### src/rtl/wdog_pkg.sv
package wdog_pkg;
  localparam logic [7:0] OFS_PL1  = 8'h00;
  localparam logic [7:0] OFS_PL2  = 8'h04;
  localparam logic [7:0] OFS_KEY  = 8'h0C;
  localparam logic [7:0] OFS_CMD  = 8'h0D;
  localparam logic [7:0] OFS_CFG  = 8'h10;
  localparam logic [7:0] OFS_CNT  = 8'h14;
  localparam logic [7:0] OFS_LOCK = 8'h18;

  localparam logic [7:0] KEY_FIRST  = 8'h80;
  localparam logic [7:0] KEY_SECOND = 8'h86;

  localparam int CMD_RELOAD = 0;
  localparam int CMD_FLAG   = 1;
  localparam int CFG_LONG   = 2;
  localparam int CFG_COLD   = 3;
  localparam int CFG_RSTEN  = 4;
  localparam int CFG_TOEN   = 5;
  localparam int LK_LOCK    = 0;
  localparam int LK_RUN     = 1;
  localparam int LK_LOOP    = 2;

  typedef enum logic [1:0] { K_IDLE, K_HALF, K_ARMED } key_st_e;
  typedef enum logic [1:0] { ST_ONE, ST_TWO, ST_DONE } stage_e;
endpackage

### src/rtl/wdog_keygate.sv
module wdog_keygate
  import wdog_pkg::*;
(
  input  logic       clk,
  input  logic       rst_n,
  input  logic       key_wr,
  input  logic [7:0] key_byte,
  input  logic       prot_wr,
  output logic       armed_o
);
  key_st_e st_q;

  always_ff @(posedge clk) begin
    if (!rst_n) begin
      st_q <= K_IDLE;
    end else if (key_wr) begin
      if (key_byte == KEY_FIRST)
        st_q <= K_HALF;
      else if (key_byte == KEY_SECOND && st_q == K_HALF)
        st_q <= K_ARMED;
      else
        st_q <= K_IDLE;
    end else if (prot_wr) begin
      st_q <= K_IDLE;
    end
  end

  assign armed_o = (st_q == K_ARMED);
endmodule

### src/rtl/wdog_prescale.sv
module wdog_prescale #(
  parameter int SHORT_LOG2 = 5,
  parameter int LONG_LOG2  = 15
) (
  input  logic clk,
  input  logic rst_n,
  input  logic run,
  input  logic clear,
  input  logic sel_long,
  output logic tick
);
  localparam int PW = (LONG_LOG2 > SHORT_LOG2) ? LONG_LOG2 : SHORT_LOG2;
  localparam logic [PW-1:0] MAX_S = PW'((64'd1 << SHORT_LOG2) - 64'd1);
  localparam logic [PW-1:0] MAX_L = PW'((64'd1 << LONG_LOG2) - 64'd1);

  logic [PW-1:0] pre_q;
  logic [PW-1:0] limit;

  assign limit = sel_long ? MAX_L : MAX_S;
  assign tick  = run && !clear && (pre_q >= limit);

  always_ff @(posedge clk) begin
    if (!rst_n || clear)
      pre_q <= '0;
    else if (run)
      pre_q <= (pre_q >= limit) ? '0 : pre_q + PW'(1);
  end
endmodule

### src/rtl/wdog_stages.sv
module wdog_stages
  import wdog_pkg::*;
#(
  parameter int CNT_W = 20
) (
  input  logic             clk,
  input  logic             rst_n,
  input  logic             tick,
  input  logic             load,
  input  logic             loop_mode,
  input  logic [CNT_W-1:0] pre1,
  input  logic [CNT_W-1:0] pre2,
  output logic [CNT_W-1:0] count_o,
  output stage_e           stage_o,
  output logic             end1_o,
  output logic             end2_o
);
  logic [CNT_W-1:0] cnt_q;
  stage_e           st_q;
  logic             at_zero;

  assign at_zero = (cnt_q == '0);
  assign end1_o  = !load && tick && st_q == ST_ONE && at_zero;
  assign end2_o  = !load && tick && st_q == ST_TWO && at_zero;

  always_ff @(posedge clk) begin
    if (!rst_n) begin
      cnt_q <= '0;
      st_q  <= ST_ONE;
    end else if (load) begin
      cnt_q <= pre1;
      st_q  <= ST_ONE;
    end else if (tick) begin
      unique case (st_q)
        ST_ONE: begin
          if (at_zero) begin
            cnt_q <= pre2;
            st_q  <= ST_TWO;
          end else begin
            cnt_q <= cnt_q - CNT_W'(1);
          end
        end
        ST_TWO: begin
          if (at_zero) begin
            cnt_q <= loop_mode ? pre1 : '0;
            st_q  <= loop_mode ? ST_ONE : ST_DONE;
          end else begin
            cnt_q <= cnt_q - CNT_W'(1);
          end
        end
        default: begin
          cnt_q <= cnt_q;
        end
      endcase
    end
  end

  assign count_o = cnt_q;
  assign stage_o = st_q;
endmodule

### src/rtl/wdog_core.sv
module wdog_core
  import wdog_pkg::*;
#(
  parameter int CNT_W      = 20,
  parameter int SHORT_LOG2 = 5,
  parameter int LONG_LOG2  = 15
) (
  input  logic        clk,
  input  logic        por_n,
  input  logic        sys_rst_n,
  input  logic [7:0]  bus_addr,
  input  logic        bus_wr,
  input  logic [31:0] bus_wdata,
  output logic [31:0] bus_rdata,
  output logic        irq_o,
  output logic        rst_warm_o,
  output logic        rst_cold_o,
  output logic        timeout_o
);
  localparam int DW  = 32;
  localparam int PAD = DW - CNT_W;

  logic rst_sys_n;
  assign rst_sys_n = por_n && sys_rst_n;

  // address decode
  logic wr_key, wr_pl1, wr_pl2, wr_cmd, wr_cfg, wr_lock, prot_wr;
  assign wr_key  = bus_wr && bus_addr == OFS_KEY;
  assign wr_pl1  = bus_wr && bus_addr == OFS_PL1;
  assign wr_pl2  = bus_wr && bus_addr == OFS_PL2;
  assign wr_cmd  = bus_wr && bus_addr == OFS_CMD;
  assign wr_cfg  = bus_wr && bus_addr == OFS_CFG;
  assign wr_lock = bus_wr && bus_addr == OFS_LOCK;
  assign prot_wr = wr_pl1 || wr_pl2 || wr_cmd;

  logic armed;
  wdog_keygate u_key (
    .clk      (clk),
    .rst_n    (rst_sys_n),
    .key_wr   (wr_key),
    .key_byte (bus_wdata[7:0]),
    .prot_wr  (prot_wr),
    .armed_o  (armed)
  );

  // power-on domain state
  logic [CNT_W-1:0] pl1_q, pl2_q;
  logic             cfg_long_q, cfg_cold_q, cfg_rsten_q, cfg_toen_q;
  logic             lock_q, loop_q, flag_q;
  // system domain state
  logic             run_q, hold_q;

  logic reload_cmd, flag_clr, run_start, load_any;
  logic end1, end2;

  assign reload_cmd = wr_cmd && armed && bus_wdata[CMD_RELOAD];
  assign flag_clr   = wr_cmd && armed && bus_wdata[CMD_FLAG];
  assign run_start  = wr_lock && !lock_q && bus_wdata[LK_RUN] && !run_q;
  assign load_any   = reload_cmd || run_start;

  always_ff @(posedge clk) begin
    if (!por_n) begin
      pl1_q       <= '0;
      pl2_q       <= '0;
      cfg_long_q  <= 1'b0;
      cfg_cold_q  <= 1'b0;
      cfg_rsten_q <= 1'b0;
      cfg_toen_q  <= 1'b0;
      lock_q      <= 1'b0;
      loop_q      <= 1'b0;
    end else begin
      if (wr_pl1 && armed && !lock_q) pl1_q <= bus_wdata[CNT_W-1:0];
      if (wr_pl2 && armed && !lock_q) pl2_q <= bus_wdata[CNT_W-1:0];
      if (wr_cfg && !lock_q) begin
        cfg_long_q  <= bus_wdata[CFG_LONG];
        cfg_cold_q  <= bus_wdata[CFG_COLD];
        cfg_rsten_q <= bus_wdata[CFG_RSTEN];
        cfg_toen_q  <= bus_wdata[CFG_TOEN];
      end
      if (wr_lock && !lock_q) begin
        lock_q <= bus_wdata[LK_LOCK];
        loop_q <= bus_wdata[LK_LOOP];
      end
    end
  end

  // sticky flag: set wins over clear, spared by system reset
  always_ff @(posedge clk) begin
    if (!por_n)
      flag_q <= 1'b0;
    else if (end2)
      flag_q <= 1'b1;
    else if (flag_clr)
      flag_q <= 1'b0;
  end

  always_ff @(posedge clk) begin
    if (!rst_sys_n)
      run_q <= 1'b0;
    else if (wr_lock && !lock_q)
      run_q <= bus_wdata[LK_RUN];
  end

  logic tick;
  wdog_prescale #(
    .SHORT_LOG2 (SHORT_LOG2),
    .LONG_LOG2  (LONG_LOG2)
  ) u_pre (
    .clk      (clk),
    .rst_n    (rst_sys_n),
    .run      (run_q),
    .clear    (load_any),
    .sel_long (cfg_long_q),
    .tick     (tick)
  );

  logic [CNT_W-1:0] count;
  stage_e           stage;
  wdog_stages #(
    .CNT_W (CNT_W)
  ) u_stg (
    .clk       (clk),
    .rst_n     (rst_sys_n),
    .tick      (tick),
    .load      (load_any),
    .loop_mode (loop_q),
    .pre1      (pl1_q),
    .pre2      (pl2_q),
    .count_o   (count),
    .stage_o   (stage),
    .end1_o    (end1),
    .end2_o    (end2)
  );

  // registered event outputs
  always_ff @(posedge clk) begin
    if (!rst_sys_n) begin
      irq_o      <= 1'b0;
      rst_warm_o <= 1'b0;
      rst_cold_o <= 1'b0;
      hold_q     <= 1'b0;
    end else begin
      irq_o      <= end1;
      rst_warm_o <= end2 && cfg_rsten_q && !cfg_cold_q;
      rst_cold_o <= end2 && cfg_rsten_q && cfg_cold_q;
      if (end2)
        hold_q <= 1'b1;
      else if (load_any)
        hold_q <= 1'b0;
    end
  end

  assign timeout_o = hold_q && cfg_toen_q;

  // read port
  always_comb begin
    bus_rdata = '0;
    unique case (bus_addr)
      OFS_PL1:  bus_rdata = {{PAD{1'b0}}, pl1_q};
      OFS_PL2:  bus_rdata = {{PAD{1'b0}}, pl2_q};
      OFS_CMD:  bus_rdata = {30'd0, flag_q, 1'b0};
      OFS_CFG:  bus_rdata = {26'd0, cfg_toen_q, cfg_rsten_q, cfg_cold_q, cfg_long_q, 2'b00};
      OFS_CNT:  bus_rdata = {{PAD{1'b0}}, count};
      OFS_LOCK: bus_rdata = {29'd0, loop_q, run_q, lock_q};
      default:  bus_rdata = '0;
    endcase
  end
endmodule

### config.mk
export PLATFORM = sky130hd
export DESIGN_NAME = wdog_core
export DESIGN_NICKNAME = d
export VERILOG_FILES = /design/src/rtl/wdog_pkg.sv /design/src/rtl/wdog_keygate.sv /design/src/rtl/wdog_prescale.sv /design/src/rtl/wdog_stages.sv /design/src/rtl/wdog_core.sv
export SDC_FILE = /design/constraint.sdc
export NUM_CORES = 1
export LEC_CHECK = 0
export BUFFER_PORTS_ARGS = -buffer_cell sky130_fd_sc_hd__buf_2
export CORE_MARGIN = 5
export CORE_UTILIZATION = 35
export DETAILED_ROUTE_END_ITERATION = 7
export SYNTH_ARGS = -nofsm -noshare
export SYNTH_HDL_FRONTEND = slang
export SYNTH_SLANG_ARGS = --single-unit
### constraint.sdc
create_clock -name clk -period 2.5 [get_ports clk]
set_clock_uncertainty 0.15 [all_clocks]
set_input_delay 0 -clock clk [delete_from_list [all_inputs] [get_ports clk]]
set_output_delay 0 -clock clk [all_outputs]
set_load 0.03 [all_outputs]
==> key figures, run 1 <==
Status
  – Status: finished, final reports clean

Min path
  – Worst hold path type: in2reg
  – Min-delay src: bus_addr[2]
  – Hold Path Cell Cnt: 4
  – Worst Hold Endpoint: cfg_toen_q$_SDFFE_PN0P_

Pwr
  – Power Density: 432 nW/µm²
  – Leak: 2.97 nW
  – Comb pwr share: 6.1%
  – Seq pwr share: 50.3%
  – Clock power share: 43.6%
  – Sw frac: 23.1%
  – Net Sw Power: 665 µW
  – Pint: 2.22 mW
  – Worst VDD drop: 0.372 mV

Finish
  – Post-layout instance area: 6670 µm²
  – Area grow syn2layout: 22.5%
  – Fin nets: 800
  – Antenna cells: 0
  – Non-Filler Instances: 935
  – Layout fillers: 1471
  – Final core utilization: 43.9%
  – Fraction of layout cells with a size suffix above 1: 18.5%

Drt
  – TritonRoute pass-1 iters: 8
  – DRC Markers: 0
  – Drt total wl: 15.9 mm
  – Routed via count: 5225
  – Routed WL per cell: 17.0 µm
  – Initial drt markers: 523
  – DRT antenna net count: 0
  – Via-to-Cell Ratio: 5.59

Logic synthesis
  – Netlist cell types: 66
  – Syn Area/Cell: 8.44 µm²
  – Count leader, synth: dfxtp_1
  – Yosys reg bits: 91
  – Sequential share of the synthesized area: 33.5%
  – Synth async-reset ratio: 0%
  – Mapped Area: 5440 µm²
  – Most instantiated cells after synthesis: dfxtp_1 (91), nand2_1 (55), mux2i_1 (54)
  – Gate Count Post-Synth: 645
  – Synth top area share: 33.5%
  – Top post-synthesis cells by area: dfxtp_1 (33%), mux2i_1 (9.9%), nor2b_1 (5.4%)
  – Synth Warn #: 0
  – Number of synthesized flops with an enable pin: 0
  – Synth area leader: dfxtp_1
  – Main flop type after synthesis: dfxtp_1

Critical path
  – Cell Chain, Critical Path: inv_1 -> ha_1 -> nor2b_1 -> nand4_2 -> nor2_1 -> buf_4 -> a31oi_1 -> and2b_2 -> o221a_2
  – Crit-path max FO: 14
  – Critical Path RT: 2590 ps
  – Crit path DAT: 2410 ps
  – Reg-to-Reg End: u_stg.count_o[1]$_SDFFE_PN0P_
  – Worst reg2reg setup slack: 180 ps
  – Setup crit start kind: flop
  – Critical path endpoint category: flop
  – Critical Path Start: u_stg.count_o[1]$_SDFFE_PN0P_
  – RR Startpoint: u_stg.count_o[1]$_SDFFE_PN0P_
  – Critical path type: reg2reg
  – Reg2reg path depth: 9
  – Worst path slowest cell: dfxtp_1
  – CP peak stage delay: 440 ps

Clock network
  – TritonCTS Buffers: 9
  – Maximum buffer depth of the clock tree: 2
  – CTS Sinks: 91
  – Root buffer cell: clkbuf_16
  – Setup bufs post-CTS: 0
  – CTS tree: yes
  – Later-pin clock latency in the skew report: 350 ps
  – CTS clk-pin slew, worst paths: 60 ps
  – Number of H-tree levels: 3

Floorplanning
  – Die Ht: 135 µm
  – Die X: 135 µm
  – # rows: 45
  – Area of the die: 18100 µm²
  – Floorplan Core Area: 15200 µm²
  – Initial Utilization: 35.8%
  – I/O pins: 80

GRT
  – Global route overflow: 0
  – Vias in the first global route: 5112
  – Total track usage: 17.6%
  – First-pass GRT wire length: 26.0 mm
  – Largest net degree at the start of global routing: 27
  – Initial antenna violation count: 0

Timing
  – Worst-margin pin slew: 672 ps
  – FMAX: 0.431 GHz
  – Worst rel slew slack: 55.2%
  – RSZ-0062 raised after global routing: no
  – Tcrit/Tclk final: 92.9%
  – # setup viols final: 0
  – WHS: 21.5 ps
  – Final Max Tran Viols: 0
  – Final Hold Vio Count: 0
  – Fin crit period: 2320 ps

Placement
  – Placed Area: 5990 µm²
  – Placed insts: 882
  – Hpwl dp: 11.3 mm
  – RD Place Congestion: 0.896
  – Port buffer count: 55

Run
  – Max Cap Violations: 0
-- placed cells by master (no fill, tap or decap), types with 25 or more instances in the layout --
master,netlist,final
dfxtp_1,91,90
nand2_1,55,55
buf_2,4,55
mux2i_1,54,54
nor2b_1,47,47
a21oi_1,41,41
dlygate4sd3_1,0,38
nor2_1,37,37
buf_4,13,35
o21ai_0,28,28
nand3_1,25,25
-- cell families after synthesis --
kind of cell	count (synthesis)	synth area share, %
xor gates and xnor gates	20	3.22
and+or+nand+nor	252	25.8
DFF	91	33.5
other	1	0.0689
buffers and inverters	74	6.92
AOI/OAI and AO/OA	140	17.5
muxes	54	9.93
adders and majority gates	13	2.99
-- cell type report --
type | instances | area (µm²) | area share (%)
multi-input combinational | 491 | 3330 | 49.9
sequential | 91 | 1820 | 27.3
timing repair buffer | 130 | 941 | 14.1
clock buffer | 13 | 250 | 3.75
tap | 188 | 235 | 3.53
inverter | 20 | 77.6 | 1.16
clock inverter | 2 | 12.5 | 0.188
-- sequential cells by signal, indices dropped and copies added (netlist names) --
name	flops
cfg_cold_q	1
cfg_long_q	1
cfg_rsten_q	1
cfg_toen_q	1
flag_q	1
hold_q	1
irq_o	1
lock_q	1
loop_q	1
pl1_q	20
pl2_q	20
rst_cold_o	1
rst_warm_o	1
run_q	1
u_key.st_q	2
u_pre.pre_q	15
u_stg.count_o	20
u_stg.stage_o	2
-- worst max-delay path, delay by kind of cell (launching register included) --
family,cells,cell delay (ps)
fa+ha+maj,1,180
compound gates,2,490
flops,1,440
simple gates,4,660
buf+inv,2,290
-- per-stage QoR --
stage	setup WS (ps)	power, mW	setup TNS [ps]
floorplan	9.14	1.58	0
global placement	-3.15	1.62	-3.15
detailed placement	-116	1.63	-348
CTS	16.5	2.91	0
global route	9.90	2.97	0
finish	178	2.88	0
-- routing by layer --
layer / GRT usage, % / wire (µm) / vias up
met5: 0 / 0 / -
met4: 6.00 / 288 / 0
met3: 3.09 / 731 / 26
met2: 30.7 / 7980 / 164
met1: 22.0 / 6930 / 2517
li1: - / - / 2518
-- worst max path at each step --
stage                                                 to  depth (start not counted)  slack (ps)
after floorplan           u_stg.count_o[14]$_SDFFE_PN0P_                          9           9
after global placement                  irq_o$_SDFF_PN0_                          8          -3
after detailed placement  u_stg.count_o[14]$_SDFFE_PN0P_                          9        -120
after CTS                 u_stg.count_o[14]$_SDFFE_PN0P_                          9          20
after global routing       u_stg.count_o[8]$_SDFFE_PN0P_                         10          10
final                      u_stg.count_o[1]$_SDFFE_PN0P_                          9         180
-- power by group through the flow --
stage               sequential, mW  clock (mW)  combinational (mW)
floorplan                     1.48           0               0.100
global placement              1.48           0               0.142
detailed placement            1.48           0               0.145
CTS                           1.45        1.28               0.174
global route                  1.45        1.34               0.189
finish                        1.45        1.26               0.177
-- repair_timing --
item,in CTS,in global routing
endpoints found under the hold margin,51,0
resized for setup,2,9
pin swaps,0,3
endpoints found under the setup margin,6,19
hold buffers,38,0
cloned,0,0
(Power assumes the default switching activity.)
==> inputs of run 2 (changes only) <==
Settings changed: ABC_AREA from default to 1, CORE_UTILIZATION 35 to 45, PLACE_DENSITY from default to 0.68.
==> run 2 against run 1 <==
Clock power up 13%; via count up 16%; synthesized area up 4.6%; power increased by 5.6%; clock-buffer cell count shrank 2; sequential share of layout area is 0.22 points lower; setup slack got worse by 36 ps; utilization is 9.8 points higher; die area is 17% lower; synthesized cell count up 41%; largest cell class unchanged; highest routed layer unchanged.
==> key figures, run 2 <==
GRT
  – First-pass GRT wire length: 27.3 mm (was 26.0 mm)
  – Global route overflow: 0 (unchanged)
  – M2 GR Usage: 35.4% (was 30.7%)
  – GRT busiest layer: met2 (unchanged)
  – Vias in the first global route: 5419 (was 5112)
  – Largest net degree at the start of global routing: 48 (was 27)
  – GR Util met1: 32.7% (was 22.0%)
  – Total track usage: 22.8% (was 17.6%)
  – M3 GR Usage: 4.24% (was 3.09%)
  – Initial antenna violation count: 0 (unchanged)

Finish
  – Commonest non-fill, non-tap cell in the layout: nand2_1 (was dfxtp_1)
  – Final core utilization: 53.7% (was 43.9%)
  – Area grow syn2layout: 18.1% (was 22.5%)
  – Post-layout instance area: 6720 µm² (was 6670 µm²)
  – Fin nets: 1045 (was 800)
  – Layout fillers: 1288 (was 1471)
  – Fraction of layout cells with a size suffix above 1: 11.8% (was 18.5%)
  – Most frequent cells in the layout: nand2_1 (232), nor2_1 (130), inv_1 (99) (was dfxtp_1 (90), nand2_1 (55), buf_2 (55))
  – Antenna cells: 0 (unchanged)
  – Non-Filler Instances: 1165 (was 935)

Floorplanning
  – # rows: 41 (was 45)
  – Floorplan Core Area: 12500 µm² (was 15200 µm²)
  – I/O pins: 80 (unchanged)
  – Area of the die: 15000 µm² (was 18100 µm²)
  – Die Ht: 122 µm (was 135 µm)
  – Initial Utilization: 45.5% (was 35.8%)
  – Die X: 122 µm (was 135 µm)

Clock network
  – Root buffer cell: clkbuf_16 (unchanged)
  – Number of H-tree levels: 3 (unchanged)
  – CTS Sinks: 91 (unchanged)
  – CTS tree: yes (unchanged)
  – TritonCTS Buffers: 9 (unchanged)
  – Maximum buffer depth of the clock tree: 2 (unchanged)
  – Later-pin clock latency in the skew report: 350 ps (about the same)
  – CTS clk-pin slew, worst paths: 70 ps (was 60 ps)

Critical path
  – Crit-path max FO: 9 (was 14)
  – Setup crit start kind: flop (unchanged)
  – Critical path type: reg2reg (unchanged)
  – Crit path DAT: 2450 ps (was 2410 ps)
  – Critical path endpoint category: flop (unchanged)
  – Critical Path RT: 2590 ps (about the same)

Logic synthesis
  – Synth Warn #: 0 (unchanged)
  – Synth top area share: 32.0% (was 33.5%)
  – Number of synthesized flops with an enable pin: 0 (unchanged)
  – Yosys reg bits: 91 (unchanged)
  – Syn Area/Cell: 6.26 µm² (was 8.44 µm²)
  – Sequential share of the synthesized area: 32.0% (was 33.5%)
  – Synth async-reset ratio: 0% (unchanged)
  – Gate Count Post-Synth: 909 (was 645)
  – Count leader, synth: nand2_1 (was dfxtp_1)
  – Most instantiated cells after synthesis: nand2_1 (233), nor2_1 (132), inv_1 (100) (was dfxtp_1 (91), nand2_1 (55), mux2i_1 (54))
  – Mapped Area: 5690 µm² (was 5440 µm²)
  – Main flop type after synthesis: dfxtp_1 (unchanged)
  – Netlist cell types: 42 (was 66)
  – Top post-synthesis cells by area: dfxtp_1 (32%), nand2_1 (15%), nor2_1 (8.7%) (was dfxtp_1 (33%), mux2i_1 (9.9%), nor2b_1 (5.4%))
  – Synth area leader: dfxtp_1 (unchanged)

Timing
  – Tcrit/Tclk final: 94.3% (was 92.9%)
  – Final Hold Vio Count: 0 (unchanged)
  – # setup viols final: 0 (unchanged)
  – Worst-margin pin slew: 583 ps (was 672 ps)
  – Fin crit period: 2360 ps (was 2320 ps)
  – Worst rel slew slack: 60.8% (was 55.2%)
  – Setup TNS: 0 ps (unchanged)
  – Final Max Tran Viols: 0 (unchanged)
  – FMAX: 0.424 GHz (was 0.431 GHz)
  – WHS: 39.3 ps (was 21.5 ps)
  – Setup WS post-layout: 142 ps (was 178 ps)

Placement
  – Placed Area: 6120 µm² (was 5990 µm²)
  – Placed insts: 1122 (was 882)
  – RD Place Congestion: 0.935 (was 0.896)
  – Place WS: 153 ps (was -116 ps)
  – Port buffer count: 55 (unchanged)
  – Hpwl dp: 12.3 mm (was 11.3 mm)

Drt
  – DRC Markers: 0 (unchanged)
  – Via-to-Cell Ratio: 5.22 (was 5.59)
  – TritonRoute pass-1 iters: 6 (was 8)
  – DRT antenna net count: 0 (unchanged)
  – Initial drt markers: 651 (was 523)
  – Routed WL per cell: 14.5 µm (was 17.0 µm)
  – Routed via count: 6076 (was 5225)
  – Drt total wl: 16.8 mm (was 15.9 mm)

Pwr
  – Leak: 3.22 nW (was 2.97 nW)
  – Worst VDD drop: 0.586 mV (was 0.372 mV)
  – Pwr Total: 3.04 mW (was 2.88 mW)
  – Power Density: 453 nW/µm² (was 432 nW/µm²)

Min path
  – Worst hold path type: in2reg (unchanged)

Run
  – Max Cap Violations: 0 (unchanged)

Status
  – Status: finished, final reports clean (unchanged)
-- run 2: cell families after synthesis --
kind of cell / Yosys count / share of synthesized area (%)
buffers and inverters: 149 / 11.4
adders and majority gates: 13 / 2.86
xor gates and xnor gates: 11 / 1.69
other: 1 / 0.0659
AOI/OAI and AO/OA: 179 / 17.3
and+or+nand+nor: 465 / 34.7
DFF: 91 / 32.0
-- run 2: cell type report --
cell class	count	area, µm²	area share [%]
multi-input combinational	680	3280	48.8
clock buffer	11	243	3.61
timing repair buffer	99	696	10.3
inverter	107	405	6.03
tap	172	215	3.20
sequential	91	1820	27.1
clock inverter	5	60.1	0.894
-- run 2: power by group --
part	switching, mW	leakage (nW)	internal [mW]
registers	0.000450	0.733	1.45
clock network	0.619	0.147	0.810
logic	0.104	2.34	0.0625
-- run 2: worst max-delay path: stages, from the launching register on --
cell and delay [ps]:
dfxtp_2 360, clkinvlp_4 110, buf_12 140, buf_4 120, ha_1 290, inv_1 60
nor3_1 180, o21ai_0 130, nand3_2 150, nand3_4 120, nand2_4 140, inv_2 110
nor2_1 130, nor2_1 50
-- run 2: worst paths after layout --
check,startpoint,endpoint,slack [ps],cells after the start
max,cfg_long_q$_SDFFE_PN0P_,u_stg.count_o[2]$_SDFFE_PN0P_,140,13
min,sys_rst_n,u_stg.stage_o[0]$_SDFFE_PP0P_,40,5
max reg2reg,cfg_long_q$_SDFFE_PN0P_,u_stg.count_o[2]$_SDFFE_PN0P_,140,13
min reg2reg,hold_q$_SDFFE_PN0P_,hold_q$_SDFFE_PN0P_,300,2
-- run 2: metal layers --
layer	wire [µm]	vias up
met5	0	-
met3	1330	22
met1	7800	2710
met4	247	0
met2	7460	244
li1	-	3100
-- run 2: repair_timing --
action	in CTS	in global routing
hold buffers	23	0
resized for setup	0	6
buffers inserted	0	4
endpoints found under the setup margin	0	25
endpoints found under the hold margin	49	0
==> inputs of run 3 (changes only) <==
Settings changed: ABC_AREA 1 to 0, BUFFER_PORTS_ARGS -buffer_cell sky130_fd_sc_hd__buf_2 to -buffer_cell sky130_fd_sc_hd__buf_4, CTS_CLUSTER_SIZE from default to 24.
==> run 3 against run 2 <==
Sequential cell count unchanged; final cell count decreased by 24%; non-clock buffer count increased by 27; via count decreased by 12%; sequential power about the same; wire length decreased by 0.50%; die area decreased by 4.0%; clock power increased by 6%; largest power group is now clock; highest routed layer unchanged.
==> key figures, run 3 (synthesis results as in run 1) <==
Status
  – Status: finished, final reports clean (unchanged)

Timing
  – # setup viols final: 0 (unchanged)
  – Worst-margin pin slew: 884 ps (was 583 ps)
  – FMAX: 0.410 GHz (was 0.424 GHz)
  – Worst rel slew slack: 41.0% (was 60.8%)
  – Setup TNS: 0 ps (unchanged)
  – Setup WS post-layout: 61.3 ps (was 142 ps)
  – WHS: 9.06 ps (was 39.3 ps)
  – Tcrit/Tclk final: 97.5% (was 94.3%)
  – Final Max Tran Viols: 0 (unchanged)
  – Final Hold Vio Count: 0 (unchanged)
  – Fin crit period: 2440 ps (was 2360 ps)

Finish
  – Commonest non-fill, non-tap cell in the layout: dfxtp_1 (was nand2_1)
  – Fin nets: 796 (was 1045)
  – Non-Filler Instances: 891 (was 1165)
  – Fraction of layout cells with a size suffix above 1: 20.0% (was 11.8%)
  – Area grow syn2layout: 25.9% (was 18.1%)
  – Post-layout instance area: 6850 µm² (was 6720 µm²)
  – Final core utilization: 57.5% (was 53.7%)
  – Most frequent cells in the layout: dfxtp_1 (90), buf_4 (88), nand2_1 (55) (was nand2_1 (232), nor2_1 (130), inv_1 (99))
  – Antenna cells: 0 (unchanged)

GRT
  – Total track usage: 22.3% (was 22.8%)
  – Largest net degree at the start of global routing: 51 (was 48)
  – Global route overflow: 0 (unchanged)
  – First-pass GRT wire length: 26.1 mm (was 27.3 mm)
  – Initial antenna violation count: 0 (unchanged)
  – Vias in the first global route: 5346 (was 5419)

Pwr
  – Net Sw Power: 714 µW (was 723 µW)
  – Pint: 2.44 mW (was 2.32 mW)
  – Power Density: 460 nW/µm² (was 453 nW/µm²)
  – Comb pwr share: 6.1% (was 5.5%)
  – Worst VDD drop: 0.392 mV (was 0.586 mV)
  – Leak: 3.00 nW (was 3.22 nW)
  – Pwr Total: 3.15 mW (was 3.04 mW)
  – Seq pwr share: 46.0% (was 47.6%)
  – Sw frac: 22.6% (was 23.8%)
  – Clock power share: 47.9% (was 46.9%)

Critical path
  – Critical path endpoint category: flop (unchanged)
  – Reg2reg path depth: 9 (was 13)
  – Setup crit start kind: input port (was flop)
  – Critical path type: in2reg (was reg2reg)
  – RR Startpoint: cfg_long_q$_SDFFE_PN0P_ (unchanged)
  – Critical Path RT: 2590 ps (about the same)
  – Crit path DAT: 2530 ps (was 2450 ps)
  – Crit-path max FO: 20 (was 9)
  – Reg-to-Reg End: u_stg.count_o[14]$_SDFFE_PN0P_ (was u_stg.count_o[2]$_SDFFE_PN0P_)
  – Worst reg2reg setup slack: 120 ps (was 140 ps)

Drt
  – Routed WL per cell: 18.8 µm (was 14.5 µm)
  – DRC Markers: 0 (unchanged)
  – Routed via count: 5375 (was 6076)
  – DRT antenna net count: 0 (unchanged)
  – Initial drt markers: 551 (was 651)
  – Drt total wl: 16.8 mm (about the same)
  – TritonRoute pass-1 iters: 6 (unchanged)
  – Via-to-Cell Ratio: 6.03 (was 5.22)

Floorplanning
  – Area of the die: 14400 µm² (was 15000 µm²)
  – # rows: 40 (was 41)
  – Initial Utilization: 45.7% (was 45.5%)
  – Floorplan Core Area: 11900 µm² (was 12500 µm²)
  – I/O pins: 80 (unchanged)
  – Die Ht: 120 µm (was 122 µm)
  – Die X: 120 µm (was 122 µm)

Min path
  – Worst Hold Endpoint: flag_q$_SDFFE_PN0P_ (was u_stg.stage_o[0]$_SDFFE_PP0P_)
  – Hold Path Cell Cnt: 6 (was 5)
  – Worst hold path type: in2reg (unchanged)
  – Min-delay src: bus_addr[6] (was sys_rst_n)

Clock network
  – Root buffer cell: clkbuf_16 (unchanged)
  – Later-pin clock latency in the skew report: 350 ps (about the same)
  – Number of H-tree levels: 3 (unchanged)
  – Setup bufs post-CTS: 0 (unchanged)
  – CTS clk-pin slew, worst paths: 70 ps (about the same)
  – CTS Sinks: 91 (unchanged)
  – Maximum buffer depth of the clock tree: 2 (unchanged)
  – CTS tree: yes (unchanged)
  – TritonCTS Buffers: 9 (unchanged)

Placement
  – Port buffer count: 55 (unchanged)
  – Place WS: -79.8 ps (was 153 ps)
  – Placed insts: 842 (was 1122)
  – RD Place Congestion: 0.912 (was 0.935)
  – Placed Area: 6110 µm² (was 6120 µm²)
  – Hpwl dp: 11.0 mm (was 12.3 mm)

Run
  – Max Cap Violations: 0 (unchanged)
==> run 3: changes by cell type in the layout (fill, tap and decap cells not counted), sizes merged, moves of 19 or more <==
cell	previous run	this run
nand2	236	55
nor2	137	37
inv	105	20
mux2i	0	54
o21ai	79	28
nor2b	0	47
nand3	53	25
a21oi	69	42
a222oi	0	19
buf	75	94
==> run 3: per-layer routing <==
metal	GRT usage (%)	wire length [µm]	share of wire, %
met2	39.2	8360	50
met5	0	0	0
met1	26.3	6670	40
met3	3.58	1160	6.9
met4	10.7	566	3.4
==> run 3: cell type report <==
cell class	instances	area [µm²]
Clock buffer	10	239
Clock inverter	6	88.8
Fill cell	1062	5060
Inverter	20	77.6
Multi-Input combinational cell	491	3380
Sequential cell	91	1820
Tap cell	147	184
Timing Repair Buffer	126	1060
==> run 3: worst max-delay path, cell delays in order <==
cell	delay (ps)
dlygate4sd3_1	550
buf_4	150
nor3_1	220
nand2_1	140
nor2_4	170
buf_6	190
nand3_1	100
buf_6	210
mux2i_1	170
nor2b_1	60
dlygate4sd3_1	540
==> run 3: how the worst max path moves through the flow <==
stage	from	end	slack [ps]	cells after the start
after global routing	bus_addr[1]	pl1_q[17]$_SDFFE_PN0P_	-20	11
after global placement	cfg_long_q$_SDFFE_PN0P_	u_stg.count_o[14]$_SDFFE_PN0P_	-6	9
final	bus_addr[1]	pl1_q[17]$_SDFFE_PN0P_	60	11
after floorplan	cfg_long_q$_SDFFE_PN0P_	u_stg.count_o[14]$_SDFFE_PN0P_	9	9
after detailed placement	cfg_long_q$_SDFFE_PN0P_	u_stg.count_o[14]$_SDFFE_PN0P_	-80	9
after CTS	cfg_long_q$_SDFFE_PN0P_	u_stg.count_o[12]$_SDFFE_PN0P_	10	11
==> run 3: timing repair <==
| item | CTS | global route |
|---|---|---|
| endpoints found under the hold margin | 55 | 0 |
| resized for setup | 3 | 16 |
| cloned | 0 | 1 |
| setup endpoints to repair | 10 | 32 |
| hold buffers | 32 | 0 |
| pin swaps | 0 | 2 |
==> run 3: power groups by stage <==
stage | Sequential, mW | Combinational, mW | Clock, mW
after floorplan | 1.48 | 0.100 | 0
after global placement | 1.48 | 0.155 | 0
after detailed placement | 1.48 | 0.158 | 0
after CTS | 1.45 | 0.189 | 1.52
after global routing | 1.45 | 0.206 | 1.57
final | 1.45 | 0.194 | 1.51
